### src/rtl/bw_alu.sv
module bw_alu #(
  parameter int W = 16
) (
  input  logic         clk,
  input  logic         rst_n,
  input  logic         op_valid,
  input  logic [2:0]   op_code,
  input  logic         wide,
  input  logic [W-1:0] opnd_a,
  input  logic [W-1:0] opnd_b,
  input  logic [2:0]   ctl_set,
  input  logic [2:0]   ctl_clr,
  output logic [W-1:0] result,
  output logic         result_we,
  output logic         cf,
  output logic         pf,
  output logic         af,
  output logic         zf,
  output logic         sf,
  output logic         of,
  output logic [2:0]   ctl_flags
);
  localparam int H = W / 2;
  localparam logic [2:0] OP_ADD = 3'd0;
  localparam logic [2:0] OP_SUB = 3'd1;
  localparam logic [2:0] OP_CMP = 3'd2;
  localparam logic [2:0] OP_INC = 3'd3;
  localparam logic [2:0] OP_XOR = 3'd4;

  logic [W-1:0] mask, x, y, r;
  logic [W:0]   full;
  logic         is_sub, is_xor, known;
  logic         c_n, a_n, o_n, xs, ys, rs;

  assign mask   = wide ? {W{1'b1}} : {{(W-H){1'b0}}, {H{1'b1}}};
  assign is_sub = (op_code == OP_SUB) || (op_code == OP_CMP);
  assign is_xor = (op_code == OP_XOR);
  assign known  = (op_code <= OP_XOR);
  assign x      = opnd_a & mask;
  assign y      = (op_code == OP_INC) ? {{(W-1){1'b0}}, 1'b1} : (opnd_b & mask);
  assign full   = is_sub ? ({1'b0, x} - {1'b0, y}) : ({1'b0, x} + {1'b0, y});
  assign r      = is_xor ? (x ^ y) : (full[W-1:0] & mask);

  assign xs  = wide ? x[W-1] : x[H-1];
  assign ys  = wide ? y[W-1] : y[H-1];
  assign rs  = wide ? r[W-1] : r[H-1];
  assign c_n = wide ? full[W] : full[H];
  assign a_n = x[4] ^ y[4] ^ r[4];
  assign o_n = is_sub ? ((xs != ys) && (rs != xs)) : ((xs == ys) && (rs != xs));

  always_ff @(posedge clk) begin
    if (!rst_n) begin
      result    <= '0;
      result_we <= 1'b0;
      {cf, pf, af, zf, sf, of} <= 6'b0;
    end else begin
      result_we <= 1'b0;
      if (op_valid && known) begin
        pf <= ~^r[7:0];
        zf <= (r == '0);
        sf <= rs;
        if (is_xor) begin
          cf <= 1'b0;
          af <= 1'b0;
          of <= 1'b0;
        end else begin
          af <= a_n;
          of <= o_n;
          if (op_code != OP_INC) cf <= c_n;
        end
        if (op_code != OP_CMP) begin
          result    <= r;
          result_we <= 1'b1;
        end
      end
    end
  end

  for (genvar i = 0; i < 3; i++) begin : g_ctl
    always_ff @(posedge clk) begin
      if (!rst_n)          ctl_flags[i] <= 1'b0;
      else if (ctl_set[i]) ctl_flags[i] <= 1'b1;
      else if (ctl_clr[i]) ctl_flags[i] <= 1'b0;
    end
  end
endmodule

### config.mk
export PLATFORM = sky130hd
export DESIGN_NAME = bw_alu
export DESIGN_NICKNAME = d
export VERILOG_FILES = /design/src/rtl/bw_alu.sv
export SDC_FILE = /design/constraint.sdc
export NUM_CORES = 1
export LEC_CHECK = 0
export CAP_MARGIN = 20
export CORE_MARGIN = 3
export CORE_UTILIZATION = 50
export DETAILED_ROUTE_END_ITERATION = 6
export PLACE_DENSITY = 0.84
export SETUP_SLACK_MARGIN = 0.05
export SYNTH_ARGS = -nofsm -noshare
export SYNTH_HDL_FRONTEND = slang
export SYNTH_SLANG_ARGS = --single-unit
### constraint.sdc
create_clock -name clk -period 5.9 [get_ports clk]
set_input_delay 1.18 -clock clk [delete_from_list [all_inputs] [get_ports clk]]
set_output_delay 1.18 -clock clk [all_outputs]
set_load 0.005 [all_outputs]
==> results.py, run 1 <==
metrics = {
    "sta": {
        "final_worst_path_period_need_ns": 5.390,
        "finalCritPeriodShare_pct": 91.35,
        "tightestPinTransition_ns": 0.8726,
        "clock-skew-final_ns": 0,
        "final_hold_violations": 0,
        "timing.fmax_mhz": 185.5,
        "fin_tns_setup_ns": 0,
        "slew-limit-headroom_pct": 41.65,
        "setup_viol": 0,
        "rsz_0062_raised_after_global_routing": "false",
        "drv_slew": 0,
    },
    "critical_path": {
        "critPathArrivalTime_ns": 5.58,
        "worst_path_largest_cell_delay_ns": 0.65,
        "crit_fanout": 8,
        "worst_setup_path_end_kind": "flop",
        "crit_type": "primary input to flop",
        "critical_path_buf_inv_count": 2,
        "critPathCapture": "zf",
        "r2r_setup_slack_ns": 4.94,
        "crit_path_cell_trace": "clkdlybuf4s50_1 -> nand3b_1 -> nand2_1 -> nand2_1 -> o21ai_0 -> inv_1 -> ha_1 -> nand2b_1 -> a21oi_1 -> o21ai_0 -> xnor2_1 -> a21oi_1 -> ha_1 -> nand3_1 -> or4_1 -> or4_1 -> o31ai_2",
        "cp_slowest_cell": "sky130_fd_sc_hd__clkdlybuf4s50_1",
        "r2r.worst_path.cells": 4,
        "critical_path.startpoint": "op_code[0]",
        "cell_type_group_with_the_largest_total_delay_on_the_critical_path": "simple AND/OR/NAND/NOR gates",
        "regToRegEndpoint": "cf",
        "cp.required_ns": 6.09,
        "critical_path.reg2reg.startpoint": "cf",
        "crit_cells": 17,
        "critical_path.startpoint_type": "primary input",
    },
    "yosys": {
        "number_of_flops_mapped_to_enable_cells_by_yosys": 0,
        "post_synth_main_area_contributors": "sky130_fd_sc_hd__dfxtp_1 18%, sky130_fd_sc_hd__ha_1 8.8%, sky130_fd_sc_hd__nand2_1 8.2%, sky130_fd_sc_hd__a21oi_1 5.8%, sky130_fd_sc_hd__o21ai_0 5.6%",
        "synthesis.instances": 389,
        "syn_area_per_cell_sq_um": 7.288,
        "yosysSeqAreaShare_pct": 18.36,
        "syn-cell-area_sq_mm": 0.002835,
        "asyncSetResetFlopFracSynth_pct": 0,
        "synth.ff_latch_count": 26,
        "synth_area_leader_cell": "sky130_fd_sc_hd__dfxtp_1",
        "ys_dominant_reg_cell": "sky130_fd_sc_hd__dfxtp_1",
        "post_synth_num_cell_types": 57,
        "synthDominantCellAreaShare_pct": 18.36,
        "synth-warning-count": 0,
        "synthesis.nets": 455,
    },
    "clock_tree": {
        "cts.root.buffer_cell": "sky130_fd_sc_hd__clkbuf_8",
        "worst_setup_hold_path_clk_slew_ns": 0.08,
        "postCtsSetupBuffers": 0,
        "cts_sinks": 26,
        "cts-htree-levels": 1,
        "clock_latency_ns": 0.27,
        "cts_buffer_depth": 2,
        "postCtsHoldBufs": 0,
        "cts_made_buffers": 3,
        "cts_tree": "done",
    },
    "grt": {
        "maximum_number_of_pins_on_one_net_before_global_route_repair": 30,
        "grt_pass1_vias": 2780,
        "global_route.overflow_total": 0,
        "grt.total_usage_pct": 24.10,
        "antenna_violations_before_repair": 0,
        "global_route_wire_length_before_repair_um": 12880,
    },
    "placed_design": {
        "gp_congestion": 0.9500,
        "port_buffers": 70,
        "dp_hpwl_um": 6292,
    },
    "layout": {
        "antenna_diode_count": 0,
        "layout-drive-gt1-share_pct": 4.425,
        "area_growth_syn_to_layout_pct": 28.46,
        "fin_nets": 519,
    },
    "drt": {
        "wirelength_met1_um": 3643,
        "maxUsedRoutingLayer": "met4",
        "met2WireLength_um": 3442,
        "route.antenna.remaining_nets": 0,
        "routed-wl-met3_um": 626,
        "initialDrtViolationCount": 210,
        "drt-vias-per-instance": 5.805,
        "drt_first_pass_iters": 5,
        "drt-wirelength-per-cell_um": 14.90,
        "vias": 3030,
        "drc_errors": 0,
        "totalWireLength_um": 7780,
    },
    "floorplan": {
        "chipHeight_um": 81.30,
        "die_area_sq_mm": 0.006610,
        "core-area_sq_mm": 0.005303,
        "top_level_ports": 71,
        "row_count": 26,
        "width_of_the_die_um": 81.30,
        "initial_core_util_pct": 53.47,
    },
    "power": {
        "power_leakage_nw": 1.509,
        "vdd.ir_drop.worst_uv": 149.6,
        "powerDensity_mw_per_mm2": 190.0,
        "report.power.total_w": 0.0006922,
    },
    "flow_run": {
        "max_cap_violations": 0,
    },
    "run_status": {
        "run_status": "finished clean",
    },
    "hold_path": {
        "min-delay-path-class": "flop to flop",
    },
}
## where the power goes
group / total [W] / internal, W / switching (W)
Combinational: 0.000381 / 0.000184 / 0.000198
Clock: 0.000112 / 0.0000597 / 0.0000523
Sequential: 0.000199 / 0.000191 / 0.00000801
## metrics by stage
step	hold slack, ns	utilization (%)	instance area (sq um)	setup slack [ns]	instances
after global placement	0.4534	67.53	3581	0.2840	518
final	0.4728	68.69	3642	0.5104	522
after global routing	0.4972	68.69	3642	0.1190	522
after floorplan	0.4575	-	2835	1.220	389
after CTS	0.4786	68.57	3636	0.4879	522
after detailed placement	0.4667	67.53	3581	0.2112	518
## cells in the final DEF, fill, tap and decap left out, types with 6 or more instances in the layout
master                             n
sky130_fd_sc_hd__nand2_1          62
sky130_fd_sc_hd__dfxtp_1          26
sky130_fd_sc_hd__ha_1             20
sky130_fd_sc_hd__nor2b_1          10
sky130_fd_sc_hd__nand2b_1          8
sky130_fd_sc_hd__a21boi_0          7
sky130_fd_sc_hd__nor2_1           18
sky130_fd_sc_hd__clkdlybuf4s50_1  70
sky130_fd_sc_hd__xor2_1           17
sky130_fd_sc_hd__a21o_1            7
sky130_fd_sc_hd__o211a_1           7
sky130_fd_sc_hd__a21oi_1          33
sky130_fd_sc_hd__and2_1           15
sky130_fd_sc_hd__nand3_1          10
sky130_fd_sc_hd__xnor2_1          18
sky130_fd_sc_hd__inv_1             7
sky130_fd_sc_hd__o21ai_0          32
sky130_fd_sc_hd__a31oi_1           6
sky130_fd_sc_hd__buf_4             7
## worst min path at each step
stage / start / end / slack, ns / cells after the start
floorplan: pf / pf / 0.46 / 2
global placement: result[9] / result[9] / 0.45 / 2
detailed placement: result[15] / result[15] / 0.47 / 2
CTS: result[15] / result[15] / 0.48 / 2
global route: of / of / 0.50 / 2
finish: result[9] / result[9] / 0.47 / 2
## Yosys cell counts (3+ instances only)
master,n
sky130_fd_sc_hd__nand4_1,3
sky130_fd_sc_hd__nor2b_1,10
sky130_fd_sc_hd__a211o_1,3
sky130_fd_sc_hd__clkbuf_1,13
sky130_fd_sc_hd__o211a_1,7
sky130_fd_sc_hd__a21oi_1,33
sky130_fd_sc_hd__nor3_1,4
sky130_fd_sc_hd__and2_1,15
sky130_fd_sc_hd__o2111ai_1,4
sky130_fd_sc_hd__nand2_1,62
sky130_fd_sc_hd__o21ai_0,32
sky130_fd_sc_hd__a21boi_0,7
sky130_fd_sc_hd__and3_1,4
sky130_fd_sc_hd__o31ai_1,4
sky130_fd_sc_hd__dfxtp_1,26
sky130_fd_sc_hd__xor2_1,17
sky130_fd_sc_hd__o21a_1,4
sky130_fd_sc_hd__xnor2_1,18
sky130_fd_sc_hd__nor2_1,18
sky130_fd_sc_hd__ha_1,20
sky130_fd_sc_hd__nand3_1,10
sky130_fd_sc_hd__inv_1,7
sky130_fd_sc_hd__a31oi_1,6
sky130_fd_sc_hd__o22ai_1,4
sky130_fd_sc_hd__o211ai_1,3
sky130_fd_sc_hd__nand2b_1,8
sky130_fd_sc_hd__mux2i_1,3
sky130_fd_sc_hd__a21o_1,7
## routing by layer
| metal | global-route usage [%] | vias up |
|---|---|---|
| li1 | - | 1525 |
| met1 | 33.82 | 1361 |
| met2 | 39.74 | 135 |
| met3 | 1.885 | 9 |
| met4 | 5.743 | 0 |
| met5 | 0 | - |
## logic make-up (layout without fill, tap and decap cells)
kind of cell	after synthesis	after routing	share of synthesized area, %
xor gates and xnor gates	35	35	10.81
buffers and inverters	25	88	4.281
AOI/OAI and AO/OA	131	131	30.27
and+or+nand+nor	147	147	25.29
adders and majority gates	21	21	9.532
muxes	4	4	1.456
DFF	26	26	18.36
## registers in the layout (all words and copies together) (netlist names)
name,cells
pf,1
cf,1
zf,1
of,1
ctl_flags,3
result_we,1
result,16
sf,1
af,1
## repair_timing
action	4_1_cts	5_1_grt
hold endpoints to repair	0	0
gates resized for setup	0	1
setup endpoints to repair	0	1
## cell type report
type,instances,area (sq um)
inverter,7,26.28
timing repair buffer,77,753.2
sequential,26,520.5
clock buffer,4,55.05
multi-input combinational,338,2200
fill,465,1660
tap,70,87.58
## worst reg2reg max path, delay by kind of cell (launching register included)
family	cells	cell delay, ns
flip-flops	1	0.39
AO/OA/AOI/OAI	2	0.30
AND/OR/NAND/NOR	2	0.21
No activity file was read; power rests on OpenSTA's default activity.
==> inputs of run 2 (changes only) <==
Settings changed: GPL_ROUTABILITY_DRIVEN from default to 0.
==> run 2 against run 1 <==
Hold slack got worse by 0.0024 ns. Core utilization fell by 0.26 points. Setup slack improved by 0.034 ns. Cell count shrank 0.19%. Cell area is 0.38% lower. Wire length down 0.26%. Largest power group unchanged. Sequential power about the same. Combinational power hardly changed. Via count is 0.36% higher. Die area unchanged. Highest routed layer unchanged. Maximum frequency increased by 0.63%. Register-to-register slack improved by 0.03 ns.
==> results.py, run 2 (synthesis results as in run 1) <==
metrics = {
    "run_status": {
        "run_status": "finished clean",
    },
    "layout": {
        "finalNonFillerCells": 521,
        "layout_common_cells": "70 x sky130_fd_sc_hd__clkdlybuf4s50_1, 62 x sky130_fd_sc_hd__nand2_1, 33 x sky130_fd_sc_hd__a21oi_1",
        "layout-drive-gt1-share_pct": 4.213,
        "fin_nets": 519,
        "largest_register_ffs": 16,
        "antenna_diode_count": 0,
        "area_growth_syn_to_layout_pct": 27.98,
        "largest_register": "result",
        "commonest_non_fill_non_tap_cell_in_the_layout": "sky130_fd_sc_hd__clkdlybuf4s50_1",
        "finish.instance_area_sq_mm": 0.003628,
        "top_regs": "result x16, ctl_flags x3",
    },
    "floorplan": {
        "initial_core_util_pct": 53.47,
        "row_count": 26,
        "top_level_ports": 71,
        "core-area_sq_mm": 0.005303,
        "die_area_sq_mm": 0.006610,
        "chipHeight_um": 81.30,
        "width_of_the_die_um": 81.30,
    },
    "drt": {
        "totalWireLength_um": 7760,
        "initialDrtViolationCount": 187,
        "drt-vias-per-instance": 5.837,
        "drt_first_pass_iters": 5,
        "vias": 3041,
        "route.antenna.remaining_nets": 0,
        "drt-wirelength-per-cell_um": 14.89,
        "drc_errors": 0,
    },
    "clock_tree": {
        "cts_buffer_depth": 2,
        "worst_setup_hold_path_clk_slew_ns": 0.08,
        "clock_latency_ns": 0.27,
        "cts_sinks": 26,
        "cts-htree-levels": 1,
        "cts.repair.resized": 0,
        "cts_tree": "done",
        "postCtsHoldBufs": 0,
        "cts_made_buffers": 3,
        "postCtsSetupBuffers": 0,
        "cts.root.buffer_cell": "sky130_fd_sc_hd__clkbuf_8",
    },
    "grt": {
        "antenna_violations_before_repair": 0,
        "global_route_wire_length_before_repair_um": 12680,
        "grt_pass1_vias": 2742,
        "maximum_number_of_pins_on_one_net_before_global_route_repair": 30,
        "grt.total_usage_pct": 23.69,
        "global_route.usage.met3_pct": 2.328,
        "groute.layer.met2.usage_pct": 38.44,
        "use_met1_pct": 33.24,
        "peak_usage_layer_in_the_global_routing_report": "met2",
        "global_route.overflow_total": 0,
    },
    "power": {
        "powerDensity_mw_per_mm2": 186.7,
        "power_leakage_nw": 1.502,
        "vdd.ir_drop.worst_uv": 137.3,
    },
    "placed_design": {
        "dp_hpwl_um": 6280,
        "dpl-instance-area_sq_mm": 0.003581,
        "dp_cells": 518,
        "place_ws_ns": 0.1475,
        "port_buffers": 70,
    },
    "sta": {
        "rsz_0062_raised_after_global_routing": "false",
        "tightestPinTransition_ns": 0.8607,
        "fin_worst_hold_slack_ns": 0.4704,
        "drv_slew": 0,
        "slew-limit-headroom_pct": 42.44,
        "finalCritPeriodShare_pct": 90.77,
        "setup_viol": 0,
        "clock-skew-final_ns": 0,
        "final_worst_path_period_need_ns": 5.356,
        "final_hold_violations": 0,
        "fin_tns_setup_ns": 0,
        "final_critical_path_setup_slack_ns": 0.5443,
        "timing.fmax_mhz": 186.7,
    },
    "critical_path": {
        "critical_path.startpoint": "op_code[0]",
        "crit_type": "primary input to flop",
        "regToRegEndpoint": "cf",
        "critical_path.reg2reg.startpoint": "cf",
        "critPathCapture": "zf",
        "cp_slowest_cell": "sky130_fd_sc_hd__clkdlybuf4s50_1",
        "critPathArrivalTime_ns": 5.54,
        "cp.required_ns": 6.09,
        "crit_path_cell_trace": "clkdlybuf4s50_1 -> xor2_1 -> nor2b_1 -> nor2_1 -> xor2_1 -> ha_1 -> a21oi_2 -> nand2_1 -> o21ai_0 -> xnor2_1 -> a21oi_1 -> ha_1 -> nand3_1 -> or4_1 -> or4_1 -> o31ai_2",
        "worst_setup_path_end_kind": "flop",
        "critical_path.startpoint_type": "primary input",
        "r2r_setup_slack_ns": 4.97,
        "crit_fanout": 7,
        "r2r.worst_path.cells": 4,
        "worst_path_largest_cell_delay_ns": 0.62,
    },
    "hold_path": {
        "whs_path_depth": 2,
        "min-delay-path-class": "flop to flop",
    },
    "flow_run": {
        "max_cap_violations": 0,
    },
}
run 2: report_power, final:
part	leakage (nW)	switching [W]	internal, W
combinational	1.27	0.000198	0.000184
sequential	0.213	0.00000832	0.000191
clock	0.0216	0.0000513	0.0000458
run 2: through the flow:
step | total power [W] | util, %
5_1_grt | 0.0007318 | 68.43
4_1_cts | 0.0006774 | 68.31
3_3_place_gp | 0.0005702 | 67.53
2_1_floorplan | 0.0004544 | -
6_report | 0.0006776 | 68.43
3_5_place_dp | 0.0005807 | 67.53
run 2: how the worst min path moves through the flow:
stage,from,end
3_5_place_dp,result[10],result[10]
2_1_floorplan,pf,pf
5_1_grt,result[10],result[10]
3_3_place_gp,result[15],result[15]
6_report,result[10],result[10]
4_1_cts,result[10],result[10]
run 2: area by class of cell:
type / count / area [sq um]
clock buffer: 3 / 41.29
fill: 472 / 1674
inverter: 7 / 26.28
multi-input combinational: 338 / 2200
sequential: 26 / 520.5
tap: 70 / 87.58
timing repair buffer: 77 / 753.2
run 2: critical path: cells and delay by family:
kind	cells	cell delay, ns
buf+inv	1	0.62
simple gates	6	1.55
xor+xnor	3	0.59
fa+ha+maj	2	0.60
compound gates	4	0.99
run 2: per-layer routing:
metal | up-vias | part of all wire (%)
li1 | 1529 | -
met1 | 1363 | 44
met2 | 136 | 45
met3 | 13 | 9.3
met4 | 0 | 1.5
met5 | - | 0
